[config.mk]
export PLATFORM = sky130hd
export DESIGN_NAME = dram_strobe_decoder
export DESIGN_NICKNAME = d
export VERILOG_FILES = /design/src/rtl/dsd_pkg.sv /design/src/rtl/dsd_strobe_history.sv /design/src/rtl/dsd_refresh_ctr.sv /design/src/rtl/dsd_cycle_fsm.sv /design/src/rtl/dsd_dq_path.sv /design/src/rtl/dram_strobe_decoder.sv
export SDC_FILE = /design/constraint.sdc
export NUM_CORES = 1
export LEC_CHECK = 0
export BUFFER_PORTS_ARGS = -buffer_cell sky130_fd_sc_hd__buf_2
export CORE_MARGIN = 5
export CORE_UTILIZATION = 47
export DETAILED_ROUTE_END_ITERATION = 10
export GPL_ROUTABILITY_DRIVEN = 0
export PLACE_DENSITY = 0.76
export SLEW_MARGIN = 0
export SYNTH_ARGS = -nofsm -noshare
export SYNTH_HDL_FRONTEND = slang
export SYNTH_SLANG_ARGS = --single-unit
export TNS_END_PERCENT = 20
[constraint.sdc]
create_clock -name clk -period 1.7 [get_ports clk]
set_input_delay 0.255 -clock clk [delete_from_list [all_inputs] [get_ports clk]]
set_output_delay 0.255 -clock clk [all_outputs]
set_load 0.05 [all_outputs]
[src/rtl/dsd_pkg.sv]
package dsd_pkg;
  typedef enum logic [2:0] {
    CMD_NONE   = 3'd0,
    CMD_READ   = 3'd1,
    CMD_EWRITE = 3'd2,
    CMD_RMW    = 3'd3,
    CMD_RONLY  = 3'd4,
    CMD_CBR    = 3'd5,
    CMD_TEST   = 3'd6
  } cmd_e;

  typedef enum logic [1:0] {
    ST_IDLE = 2'd0,
    ST_OPEN = 2'd1,
    ST_RFSH = 2'd2
  } phase_e;
endpackage

[src/rtl/dsd_strobe_history.sv]
module dsd_strobe_history #(
  parameter int N = 2
) (
  input  logic         clk,
  input  logic         rst_n,
  input  logic [N-1:0] lvl,
  output logic [N-1:0] prev
);
  for (genvar i = 0; i < N; i++) begin : g_bit
    always_ff @(posedge clk) begin
      if (!rst_n) prev[i] <= 1'b1;
      else        prev[i] <= lvl[i];
    end
  end
endmodule

[src/rtl/dsd_refresh_ctr.sv]
module dsd_refresh_ctr #(
  parameter int ROW_W = 11
) (
  input  logic             clk,
  input  logic             rst_n,
  input  logic             inc,
  output logic [ROW_W-1:0] count
);
  localparam logic [ROW_W-1:0] ONE = ROW_W'(1);
  always_ff @(posedge clk) begin
    if (!rst_n)   count <= '0;
    else if (inc) count <= count + ONE;
  end
endmodule

[src/rtl/dsd_cycle_fsm.sv]
module dsd_cycle_fsm
  import dsd_pkg::*;
#(
  parameter int ROW_W = 11,
  parameter int COL_W = 10
) (
  input  logic             clk,
  input  logic             rst_n,
  input  logic             ras_n,
  input  logic             cas_n,
  input  logic             we_n,
  input  logic             oe_n,
  input  logic             ras_prev,
  input  logic             cas_prev,
  input  logic [ROW_W-1:0] addr,
  input  logic [ROW_W-1:0] ctr,
  output logic             ctr_inc,
  output logic             cmd_valid,
  output cmd_e             cmd_type,
  output logic [ROW_W-1:0] row_addr,
  output logic [COL_W-1:0] col_addr,
  output logic             dq_oe,
  output logic             test_mode
);
  phase_e           st_q, st_d;
  cmd_e             kind_q, kind_d, type_d;
  logic [ROW_W-1:0] row_d;
  logic [COL_W-1:0] col_d;
  logic             test_d, vld_d, oe_d;
  logic             ras_fall, ras_rise, cas_fall;

  assign ras_fall = ras_prev & ~ras_n;
  assign ras_rise = ~ras_prev & ras_n;
  assign cas_fall = cas_prev & ~cas_n;

  always_comb begin
    st_d    = st_q;
    kind_d  = kind_q;
    row_d   = row_addr;
    col_d   = col_addr;
    test_d  = test_mode;
    type_d  = cmd_type;
    vld_d   = 1'b0;
    ctr_inc = 1'b0;
    unique case (st_q)
      ST_IDLE: begin
        if (ras_fall) begin
          if (!cas_n) begin
            row_d = ctr;
            st_d  = ST_RFSH;
            if (!we_n) begin
              kind_d = CMD_TEST;
              test_d = 1'b1;
            end else begin
              kind_d = CMD_CBR;
              test_d = 1'b0;
            end
          end else begin
            row_d  = addr;
            kind_d = CMD_RONLY;
            st_d   = ST_OPEN;
          end
        end
      end
      ST_OPEN: begin
        if (ras_rise) begin
          vld_d  = 1'b1;
          type_d = kind_q;
          st_d   = ST_IDLE;
          if (kind_q == CMD_RONLY) test_d = 1'b0;
        end else if (cas_fall) begin
          col_d  = addr[COL_W-1:0];
          kind_d = we_n ? CMD_READ : CMD_EWRITE;
        end else if (kind_q == CMD_READ && !cas_n && !we_n) begin
          kind_d = CMD_RMW;
        end
      end
      ST_RFSH: begin
        if (ras_rise) begin
          vld_d   = 1'b1;
          type_d  = kind_q;
          st_d    = ST_IDLE;
          ctr_inc = 1'b1;
        end
      end
      default: st_d = ST_IDLE;
    endcase
    oe_d = (st_d == ST_OPEN) && (kind_d == CMD_READ) && !cas_n && !oe_n;
  end

  always_ff @(posedge clk) begin
    if (!rst_n) begin
      st_q      <= ST_IDLE;
      kind_q    <= CMD_NONE;
      row_addr  <= '0;
      col_addr  <= '0;
      test_mode <= 1'b0;
      cmd_valid <= 1'b0;
      cmd_type  <= CMD_NONE;
      dq_oe     <= 1'b0;
    end else begin
      st_q      <= st_d;
      kind_q    <= kind_d;
      row_addr  <= row_d;
      col_addr  <= col_d;
      test_mode <= test_d;
      cmd_valid <= vld_d;
      cmd_type  <= type_d;
      dq_oe     <= oe_d;
    end
  end
endmodule

[src/rtl/dsd_dq_path.sv]
module dsd_dq_path #(
  parameter int DQ_W = 8
) (
  input  logic [2*DQ_W-1:0] arr_rdata,
  input  logic              col_msb,
  input  logic              test_mode,
  input  logic              dq_oe,
  output logic [DQ_W-1:0]   dq_out
);
  logic [DQ_W-1:0] lo_w, hi_w, same;
  assign lo_w = arr_rdata[DQ_W-1:0];
  assign hi_w = arr_rdata[2*DQ_W-1:DQ_W];

  for (genvar i = 0; i < DQ_W; i++) begin : g_lane
    assign same[i]   = ~(lo_w[i] ^ hi_w[i]);
    assign dq_out[i] = dq_oe & (test_mode ? same[i] : (col_msb ? hi_w[i] : lo_w[i]));
  end
endmodule

[src/rtl/dram_strobe_decoder.sv]
module dram_strobe_decoder
  import dsd_pkg::*;
#(
  parameter int ROW_W = 11,
  parameter int COL_W = 10,
  parameter int DQ_W  = 8
) (
  input  logic              clk,
  input  logic              rst_n,
  input  logic              ras_n,
  input  logic              cas_n,
  input  logic              we_n,
  input  logic              oe_n,
  input  logic [ROW_W-1:0]  addr,
  input  logic [2*DQ_W-1:0] arr_rdata,
  output logic              cmd_valid,
  output logic [2:0]        cmd_type,
  output logic [ROW_W-1:0]  row_addr,
  output logic [COL_W-1:0]  col_addr,
  output logic              dq_oe,
  output logic [DQ_W-1:0]   dq_out,
  output logic              test_mode
);
  localparam int NSTROBE = 2;

  logic [NSTROBE-1:0] prev;
  logic [ROW_W-1:0]   ctr;
  logic               ctr_inc;
  cmd_e               type_e;

  dsd_strobe_history #(.N(NSTROBE)) u_hist (
    .clk(clk), .rst_n(rst_n), .lvl({cas_n, ras_n}), .prev(prev)
  );

  dsd_refresh_ctr #(.ROW_W(ROW_W)) u_ctr (
    .clk(clk), .rst_n(rst_n), .inc(ctr_inc), .count(ctr)
  );

  dsd_cycle_fsm #(.ROW_W(ROW_W), .COL_W(COL_W)) u_fsm (
    .clk(clk), .rst_n(rst_n),
    .ras_n(ras_n), .cas_n(cas_n), .we_n(we_n), .oe_n(oe_n),
    .ras_prev(prev[0]), .cas_prev(prev[1]),
    .addr(addr), .ctr(ctr), .ctr_inc(ctr_inc),
    .cmd_valid(cmd_valid), .cmd_type(type_e),
    .row_addr(row_addr), .col_addr(col_addr),
    .dq_oe(dq_oe), .test_mode(test_mode)
  );

  assign cmd_type = type_e;

  dsd_dq_path #(.DQ_W(DQ_W)) u_dq (
    .arr_rdata(arr_rdata), .col_msb(col_addr[COL_W-1]),
    .test_mode(test_mode), .dq_oe(dq_oe), .dq_out(dq_out)
  );
endmodule

==> impl_metrics.py, run 1 <==
metrics = {
    "placement": {
        "dp_slack_ns": -0.00724,
        "place_area_um2": 2820,
        "hpwl_mm": 3.91,
        "portBuffers": 67,
        "dp.cells": 385,
    },
    "yosys": {
        "syn_inst": 254,
        "ys_seq_elements": 45,
        "synth-edff-count": 0,
        "syn-num-nets": 292,
        "netlist_top_cells_area": "dfxtp_1, mux2i_1, and2_1",
        "async_reset_ff_frac": 0,
        "synth-compound-area-share": 0.147,
        "yosysTopAreaCellShare": 0.377,
        "synth_fa_ha_area_frac": 0.0262,
        "synth_commonest_cells": "dfxtp_1, mux2i_1, and2_1, nand2_1, nor2b_1",
        "ys_seq_area_frac": 0.377,
        "synth_top_flop_cell": "dfxtp_1",
        "synth.avg_cell_area_um2": 9.42,
        "yosys_warnings": 0,
        "synth.distinct_cells": 44,
        "synth_top_family_by_area": "simple AND/OR/NAND/NOR gates",
        "synth-simple-area-share": 0.252,
        "yosys.area.top_type": "dfxtp_1",
        "synthXorXnorAreaFrac": 0.0293,
        "synth_area_um2": 2390,
        "synth.mux.area_fraction": 0.134,
        "synth_most_common_cell": "dfxtp_1",
    },
    "setup_path": {
        "arrival_ns": 1.39,
        "critPathKind": "reg -> out",
        "cp.depth": 5,
        "crit_family": "flip-flops",
        "r2r-end": "u_fsm.dq_oe$_SDFF_PN0_",
        "critPathLaunch": "u_fsm.col_addr[9]$_SDFFE_PN0P_",
        "crit_path_top_delay_cell": "dfxtp_2",
        "endpoint_kind": "output port",
        "rr_worst_depth": 6,
        "path_max_fanout": 4,
        "critical_path_required_ns": 1.44,
        "reg2reg_from": "u_fsm.st_q[0]$_SDFF_PN0_",
        "slowest_delay_ns": 0.36,
        "cpMostUsedCell": "buf_6",
        "regToRegSetupSlack_ns": 0.06,
        "path_cells": "buf_6, mux2i_2, o21ai_2, and2_1, buf_6",
        "worst_setup_path_start_kind": "flop",
        "critPathBufInv": 2,
    },
    "die": {
        "core-area_um2": 5010,
        "initial_core_util": 0.478,
        "num_rows": 26,
        "die_w_um": 81.3,
        "io_pins": 68,
        "dieArea_um2": 6620,
        "die_height_um": 81.3,
    },
    "clock_tree": {
        "cts.sinks": 45,
        "clk_pin_slew_worst_paths_ns": 0.08,
        "clkLatencyLatePin_ns": 0.30,
        "htreeDepth": 2,
        "clk_path_buf_depth": 2,
        "ctsHoldBuffers": 0,
        "cts_tree": "yes",
        "cts-root-buf": "clkbuf_8",
        "cts_buffers": 5,
    },
    "final_layout": {
        "finalNonFillerCells": 398,
        "multiInputGateArea_um2": 1470,
        "seq_area_um2": 907,
        "nets": 365,
        "n_antenna_cell": 0,
        "drive_gt1_frac": 0.335,
        "final_cell_area_um2": 3070,
        "area_growth_pct": 28.2,
        "final_core_util": 0.612,
        "fillers": 467,
    },
    "detailed_routing": {
        "ant_nets": 0,
        "viasPerCell": 5.23,
        "num_vias": 2080,
        "drt_iter0_drc": 72,
        "routedWlPerCell_um": 14.2,
        "drcViolationCount": 0,
        "first_pass_iters": 4,
        "drt_wl_total_mm": 5.65,
    },
    "timing": {
        "tns_ns": 0,
        "hold_violations": 0,
        "hold_ws_ns": 0.231,
        "finalClockSkew_ns": 0.00497,
        "setup_viol": 0,
        "worst_slew_pin_slew_ns": 0.356,
        "drv_slew": 0,
        "rsz0062_at_grt": "yes",
        "fin_crit_sh": 0.970,
        "fmax_mhz": 606,
        "worst_slack_ns": 0.0502,
        "slew_headroom": 0.763,
        "fin_crit_ns": 1.65,
    },
    "global_routing": {
        "grt_pass1_vias": 1911,
        "grt-ovfl-total": 0,
        "grt_pass1_wl_mm": 8.66,
        "antenna_found_initial": 0,
        "grt_max_degree": 43,
        "grtUsageTotal": 0.165,
    },
    "power": {
        "ir_worst_vdd_uv": 409,
        "power_mw": 2.26,
        "powerDensity_nw_per_um2": 736,
        "p_leak_nw": 1.43,
    },
    "hold_path": {
        "min_from": "addr[0]",
        "holdPathStages": 3,
        "hold_class": "in -> reg",
        "min_to": "u_fsm.col_addr[0]$_SDFFE_PN0P_",
    },
    "outcome": {
        "status": "completed",
    },
    "job": {
        "cap_viol_max_count": 0,
    },
}
-- sequential cells by signal, summed over array words and instances (netlist names) --
register and cells:
u_fsm.st_q 2, u_fsm.row_addr 11, u_fsm.col_addr 10, u_fsm.cmd_type 3
u_fsm.kind_q 3, u_fsm.cmd_valid 1, u_fsm.dq_oe 1, u_ctr.count 11
u_hist.prev 2, u_fsm.test_mode 1
-- cell usage in the layout, fill, tap and decap left out, types with 4 or more instances in the layout --
master / count
a21oi_1: 11
and2_1: 18
buf_2: 59
buf_4: 11
buf_6: 10
clkbuf_8: 5
dfxtp_1: 42
mux2i_1: 31
nand2_1: 19
nand2b_1: 6
nor2_1: 8
nor2b_1: 16
nor3b_1: 7
o211a_1: 11
o21ai_0: 6
o21ai_1: 4
xnor2_1: 7
-- timing repair --
action                     4_1_cts  5_1_grt
resized for setup               11       34
cloned                           1        0
pin swaps                        0        0
setup endpoints to repair       10       24
buffers inserted                 0        4
-- routing by layer --
layer	vias up	GRT usage	part of all wire
li1	1045	-	-
met1	956	0.200	0.44
met2	67	0.283	0.47
met3	12	0.0432	0.075
met4	0	0.0557	0.017
met5	-	0	0
-- worst max-delay path by stage --
| stage | end | slack (ns) |
|---|---|---|
| 2_1_floorplan | dq_out[2] | 0.08 |
| 3_3_place_gp | u_fsm.dq_oe$_SDFF_PN0_ | 0.07 |
| 3_5_place_dp | u_fsm.dq_oe$_SDFF_PN0_ | -0.007 |
| 4_1_cts | dq_out[5] | 0.007 |
| 5_1_grt | dq_out[4] | -0.05 |
| 6_report | dq_out[5] | 0.05 |
-- report_power, final --
part	internal (mW)	switching, mW
sequential	1.10	0.0305
combinational	0.194	0.298
clock	0.284	0.356
total	1.57	0.684
-- logic make-up after synthesis --
logic type      Yosys count
compound gates           49
xor+xnor                  8
fa+ha+maj                 5
buf+inv                  18
flops                    45
mux                      32
simple gates             97
-- layout make-up --
class | count | area share
inverter | 3 | 0.00367
timing repair buffer | 81 | 0.166
sequential | 45 | 0.296
clock buffer | 5 | 0.0224
clock inverter | 3 | 0.00571
multi-input combinational | 191 | 0.478
tap | 70 | 0.0285
-- worst reg2reg max path, cell delays in order, from the launching register on --
cell       delay (ns)
dfxtp_2          0.38
inv_2            0.07
ha_4             0.24
a22o_1           0.25
a2bb2oi_1        0.26
and3_1           0.20
and4_1           0.18
Note: power is estimated with default switching activity, not from simulation.
==> run 2: changes to the inputs <==
- clock period: 1.7 -> 1.49 ns (I/O delays scaled with it)
==> impl_metrics.py, run 2 (synthesized netlist as in run 1, its figures left out) <==
metrics = {
    "outcome": {
        "violations": "negative setup slack",
        "status": "finished with violations",
    },
    "power": {
        "powerDensity_nw_per_um2": 837,
        "p_leak_nw": 1.56,
        "switchingPower_mw": 0.815,
        "ir_worst_vdd_uv": 564,
        "clock_power_share": 0.309,
        "seq_power_share": 0.455,
        "swShare": 0.288,
        "p_comb_frac": 0.236,
        "p_int_mw": 2.01,
        "power_mw": 2.83,
    },
    "final_layout": {
        "largest_registers": "u_ctr.count: 11 flops, u_fsm.row_addr: 11 flops, u_fsm.col_addr: 10 flops",
        "fillers": 432,
        "multiInputGateArea_um2": 1570,
        "nets": 381,
        "final_core_util": 0.674,
        "mostFrequentLayoutCells": "buf_2, dfxtp_1, mux2i_1",
        "n_antenna_cell": 0,
        "final_cell_area_um2": 3380,
        "area_growth_pct": 41.2,
        "drive_gt1_frac": 0.422,
        "finalNonFillerCells": 414,
        "final_common_cell": "buf_2",
        "seq_area_um2": 915,
    },
    "detailed_routing": {
        "ant_nets": 0,
        "top_layer_used": "met4",
        "drt_iter0_drc": 52,
        "drt_wl_total_mm": 6.19,
        "wl_met3_um": 420,
        "wl_met1_mm": 2.56,
        "viasPerCell": 5.20,
        "wl_met2_mm": 3.13,
        "drcViolationCount": 0,
        "routedWlPerCell_um": 14.9,
        "num_vias": 2153,
        "first_pass_iters": 4,
    },
    "hold_path": {
        "hold_class": "in -> reg",
        "min_from": "ras_n",
        "min_to": "u_hist.prev[0]$_SDFF_PN1_",
        "holdPathStages": 2,
    },
    "clock_tree": {
        "cts_buffers": 5,
        "clkLatencyLatePin_ns": 0.29,
        "cts-root-buf": "clkbuf_8",
        "cts_tree": "yes",
        "ctsHoldBuffers": 0,
        "cts.sinks": 45,
        "htreeDepth": 2,
        "clk_pin_slew_worst_paths_ns": 0.08,
        "clk_path_buf_depth": 2,
    },
    "global_routing": {
        "grtUsageTotal": 0.186,
        "grt_pass1_wl_mm": 9.74,
        "antenna_found_initial": 0,
        "grt_pass1_vias": 2139,
        "grt_max_degree": 24,
        "grt-ovfl-total": 0,
    },
    "placement": {
        "portBuffers": 67,
        "dp.cells": 395,
        "hpwl_mm": 4.27,
        "dp_slack_ns": -0.0732,
        "place_area_um2": 2940,
    },
    "timing": {
        "finalClockSkew_ns": 0.00377,
        "fin_crit_ns": 1.62,
        "rsz0062_at_grt": "yes",
        "worst_slack_ns": -0.129,
        "hold_violations": 0,
        "fmax_mhz": 618,
        "setup_viol": 13,
        "slew_headroom": 0.766,
        "tns_ns": -1.01,
        "drv_slew": 0,
        "fin_crit_sh": 1.09,
        "hold_ws_ns": 0.198,
        "worst_slew_pin_slew_ns": 0.351,
    },
    "setup_path": {
        "critPathKind": "reg -> out",
        "rr_worst_depth": 8,
        "regToRegSetupSlack_ns": -0.09,
        "critPathLaunch": "u_fsm.col_addr[9]$_SDFFE_PN0P_",
        "critical_path_required_ns": 1.27,
        "r2r-end": "u_fsm.test_mode$_SDFFE_PN0P_",
        "reg2reg_from": "u_fsm.st_q[1]$_SDFF_PN0_",
        "path_max_fanout": 5,
        "endpoint_kind": "output port",
        "worst_setup_path_start_kind": "flop",
        "arrival_ns": 1.40,
    },
    "die": {
        "initial_core_util": 0.478,
        "io_pins": 68,
        "die_height_um": 81.3,
        "die_w_um": 81.3,
        "dieArea_um2": 6620,
        "core-area_um2": 5010,
        "num_rows": 26,
    },
    "job": {
        "cap_viol_max_count": 0,
    },
}
-- run 2: cell type report --
class,count,area share
inverter,3,0.00481
sequential,45,0.271
tap,70,0.0259
clock buffer,8,0.0330
multi-input combinational,191,0.465
timing repair buffer,97,0.201
-- run 2: metal layers --
metal,vias to the layer above,global-route usage
met4,0,0.0490
met2,65,0.329
met5,-,0
li1,1069,-
met3,10,0.0576
met1,1009,0.216
-- run 2: timing repair --
action,in CTS,in global routing
resized for setup,33,37
setup buffers,1,9
pin swaps,5,15
gates cloned,1,0
endpoints found under the setup margin,26,41
-- run 2: power groups by stage --
stage | registers [mW] | logic, mW | clock network, mW
2_1_floorplan | 1.43 | 0.253 | 0
3_3_place_gp | 1.31 | 0.545 | 0
3_5_place_dp | 1.31 | 0.556 | 0
4_1_cts | 1.29 | 0.572 | 0.896
5_1_grt | 1.29 | 0.713 | 0.956
6_report | 1.29 | 0.666 | 0.873
-- run 2: worst max-delay path by stage --
stage | endpoint | slack (ns) | cells after the start
floorplan | u_ctr.count[8]$_SDFFE_PN0P_ | -0.02 | 8
detailed placement | u_ctr.count[8]$_SDFFE_PN0P_ | -0.07 | 7
global route | u_fsm.test_mode$_SDFFE_PN0P_ | -0.22 | 8
global placement | u_fsm.dq_oe$_SDFF_PN0_ | -0.05 | 7
CTS | dq_out[4] | -0.12 | 5
finish | dq_out[5] | -0.13 | 5
-- run 2: worst max-delay path: stages (launching register included) --
cell     delay (ns)
dfxtp_4        0.40
buf_12         0.12
mux2i_2        0.20
o21ai_1        0.07
and2_1         0.16
buf_6          0.15
==> run 3: changes to the inputs <==
- PLACE_DENSITY: 0.76 -> 0.8
==> impl_metrics.py, run 3 (synthesized netlist as in run 1, its figures left out) <==
metrics = {
    "die": {
        "die_height_um": 81.3,
        "dieArea_um2": 6620,
        "num_rows": 26,
        "core-area_um2": 5010,
        "io_pins": 68,
        "die_w_um": 81.3,
        "initial_core_util": 0.478,
    },
    "final_layout": {
        "drive_gt1_frac": 0.373,
        "largest_registers": "u_ctr.count: 11 flops, u_fsm.row_addr: 11 flops, u_fsm.col_addr: 10 flops",
        "n_antenna_cell": 0,
        "mostFrequentLayoutCells": "buf_2, dfxtp_1, mux2i_1",
        "finalNonFillerCells": 405,
        "fillers": 429,
        "area_growth_pct": 34.3,
        "final_common_cell": "buf_2",
        "nets": 372,
    },
    "setup_path": {
        "arrival_ns": 1.39,
        "rr_worst_depth": 7,
        "worst_setup_path_start_kind": "flop",
        "endpoint_kind": "output port",
        "critPathKind": "reg -> out",
        "path_max_fanout": 8,
        "critical_path_required_ns": 1.27,
    },
    "clock_tree": {
        "clk_pin_slew_worst_paths_ns": 0.09,
        "clkLatencyLatePin_ns": 0.31,
        "htreeDepth": 2,
        "clk_path_buf_depth": 2,
        "cts_buffers": 5,
        "cts-root-buf": "clkbuf_8",
        "cts.sinks": 45,
        "cts_tree": "yes",
        "ctsHoldBuffers": 0,
    },
    "timing": {
        "fin_crit_sh": 1.08,
        "finalClockSkew_ns": 0.0120,
        "fmax_mhz": 621,
        "tns_ns": -0.985,
        "worst_slack_ns": -0.120,
        "drv_slew": 0,
        "setup_viol": 13,
        "slew_headroom": 0.804,
        "hold_violations": 0,
        "rsz0062_at_grt": "yes",
        "worst_slew_pin_slew_ns": 0.292,
        "fin_crit_ns": 1.61,
    },
    "power": {
        "ir_worst_vdd_uv": 602,
        "p_leak_nw": 1.48,
        "power_mw": 2.85,
        "powerDensity_nw_per_um2": 888,
    },
    "detailed_routing": {
        "drt_wl_total_mm": 5.90,
        "ant_nets": 0,
        "viasPerCell": 5.24,
        "num_vias": 2122,
        "first_pass_iters": 4,
        "drcViolationCount": 0,
        "routedWlPerCell_um": 14.6,
        "drt_iter0_drc": 94,
    },
    "job": {
        "cap_viol_max_count": 0,
    },
    "placement": {
        "portBuffers": 67,
        "hpwl_mm": 4.22,
        "dp.cells": 395,
    },
    "outcome": {
        "status": "finished with violations",
        "violations": "negative setup slack",
    },
    "hold_path": {
        "hold_class": "in -> reg",
        "holdPathStages": 2,
    },
    "global_routing": {
        "antenna_found_initial": 0,
        "grtUsageTotal": 0.179,
        "grt_pass1_vias": 2044,
        "grt_pass1_wl_mm": 9.27,
        "grt-ovfl-total": 0,
        "grt_max_degree": 24,
    },
}
## run 3: cell types whose count changed in the layout (fill, tap and decap cells not counted), moves of 3 or more
cell and delta:
a21oi_1 +3, buf_4 -4, and2_4 -3, a21oi_2 -3, buf_6 -3
## run 3: critical path, cell delays in order (launching register included)
cell and delay, ns:
dfxtp_4 0.38, buf_12 0.13, mux2i_1 0.19, o21ai_1 0.07, and2_1 0.16, buf_6 0.15
## run 3: routing by layer
metal  track usage  up-vias  share of wire
met1         0.202     1007           0.42
met2         0.331       55           0.50
li1              -     1054              -
met3        0.0388        6          0.064
met4        0.0541        0          0.010
met5             0        -              0
## run 3: timing repair
| action | in CTS | in global routing |
|---|---|---|
| buffers inserted | 2 | 0 |
| setup endpoints to repair | 26 | 31 |
| gates resized for setup | 29 | 21 |
| pin swaps | 2 | 5 |
## run 3: path summary, 6_finish.rpt
path / end / from / slack, ns
min reg2reg: u_fsm.cmd_type[2]$_SDFFE_PN0P_ / u_fsm.cmd_type[2]$_SDFFE_PN0P_ / 0.48
max reg2reg: u_ctr.count[8]$_SDFFE_PN0P_ / u_fsm.st_q[0]$_SDFF_PN0_ / -0.06
max: dq_out[6] / u_fsm.col_addr[9]$_SDFFE_PN0P_ / -0.12
min: u_hist.prev[0]$_SDFF_PN1_ / rst_n / 0.15
## run 3: layout make-up
cell class	instances	area (um^2)	area share
Multi-Input combinational cell	191	1500	0.466
Sequential cell	45	917	0.286
Timing Repair Buffer	88	574	0.179
Tap cell	70	87.6	0.0273
Clock inverter	2	37.5	0.0117
Clock buffer	6	82.6	0.0257
Inverter	3	16.3	0.00506
## run 3: where the power goes
part	switching, mW	internal, mW	total [mW]	leakage [nW]
clock	0.425	0.545	0.970	0.0574
sequential	0.0378	1.25	1.29	0.369
combinational	0.355	0.242	0.597	1.06
## run 3: through the flow
step / hold slack, ns / instance area, um^2 / worst slack, ns / util
final: 0.146 / 3210 / -0.120 / 0.641
after global routing: 0.154 / 3210 / -0.195 / 0.641
after CTS: 0.143 / 3150 / -0.132 / 0.629
after detailed placement: 0.465 / 2940 / -0.0868 / 0.587
after global placement: 0.456 / 2940 / -0.0509 / 0.587
after floorplan: 0.297 / 2430 / -0.0217 / -
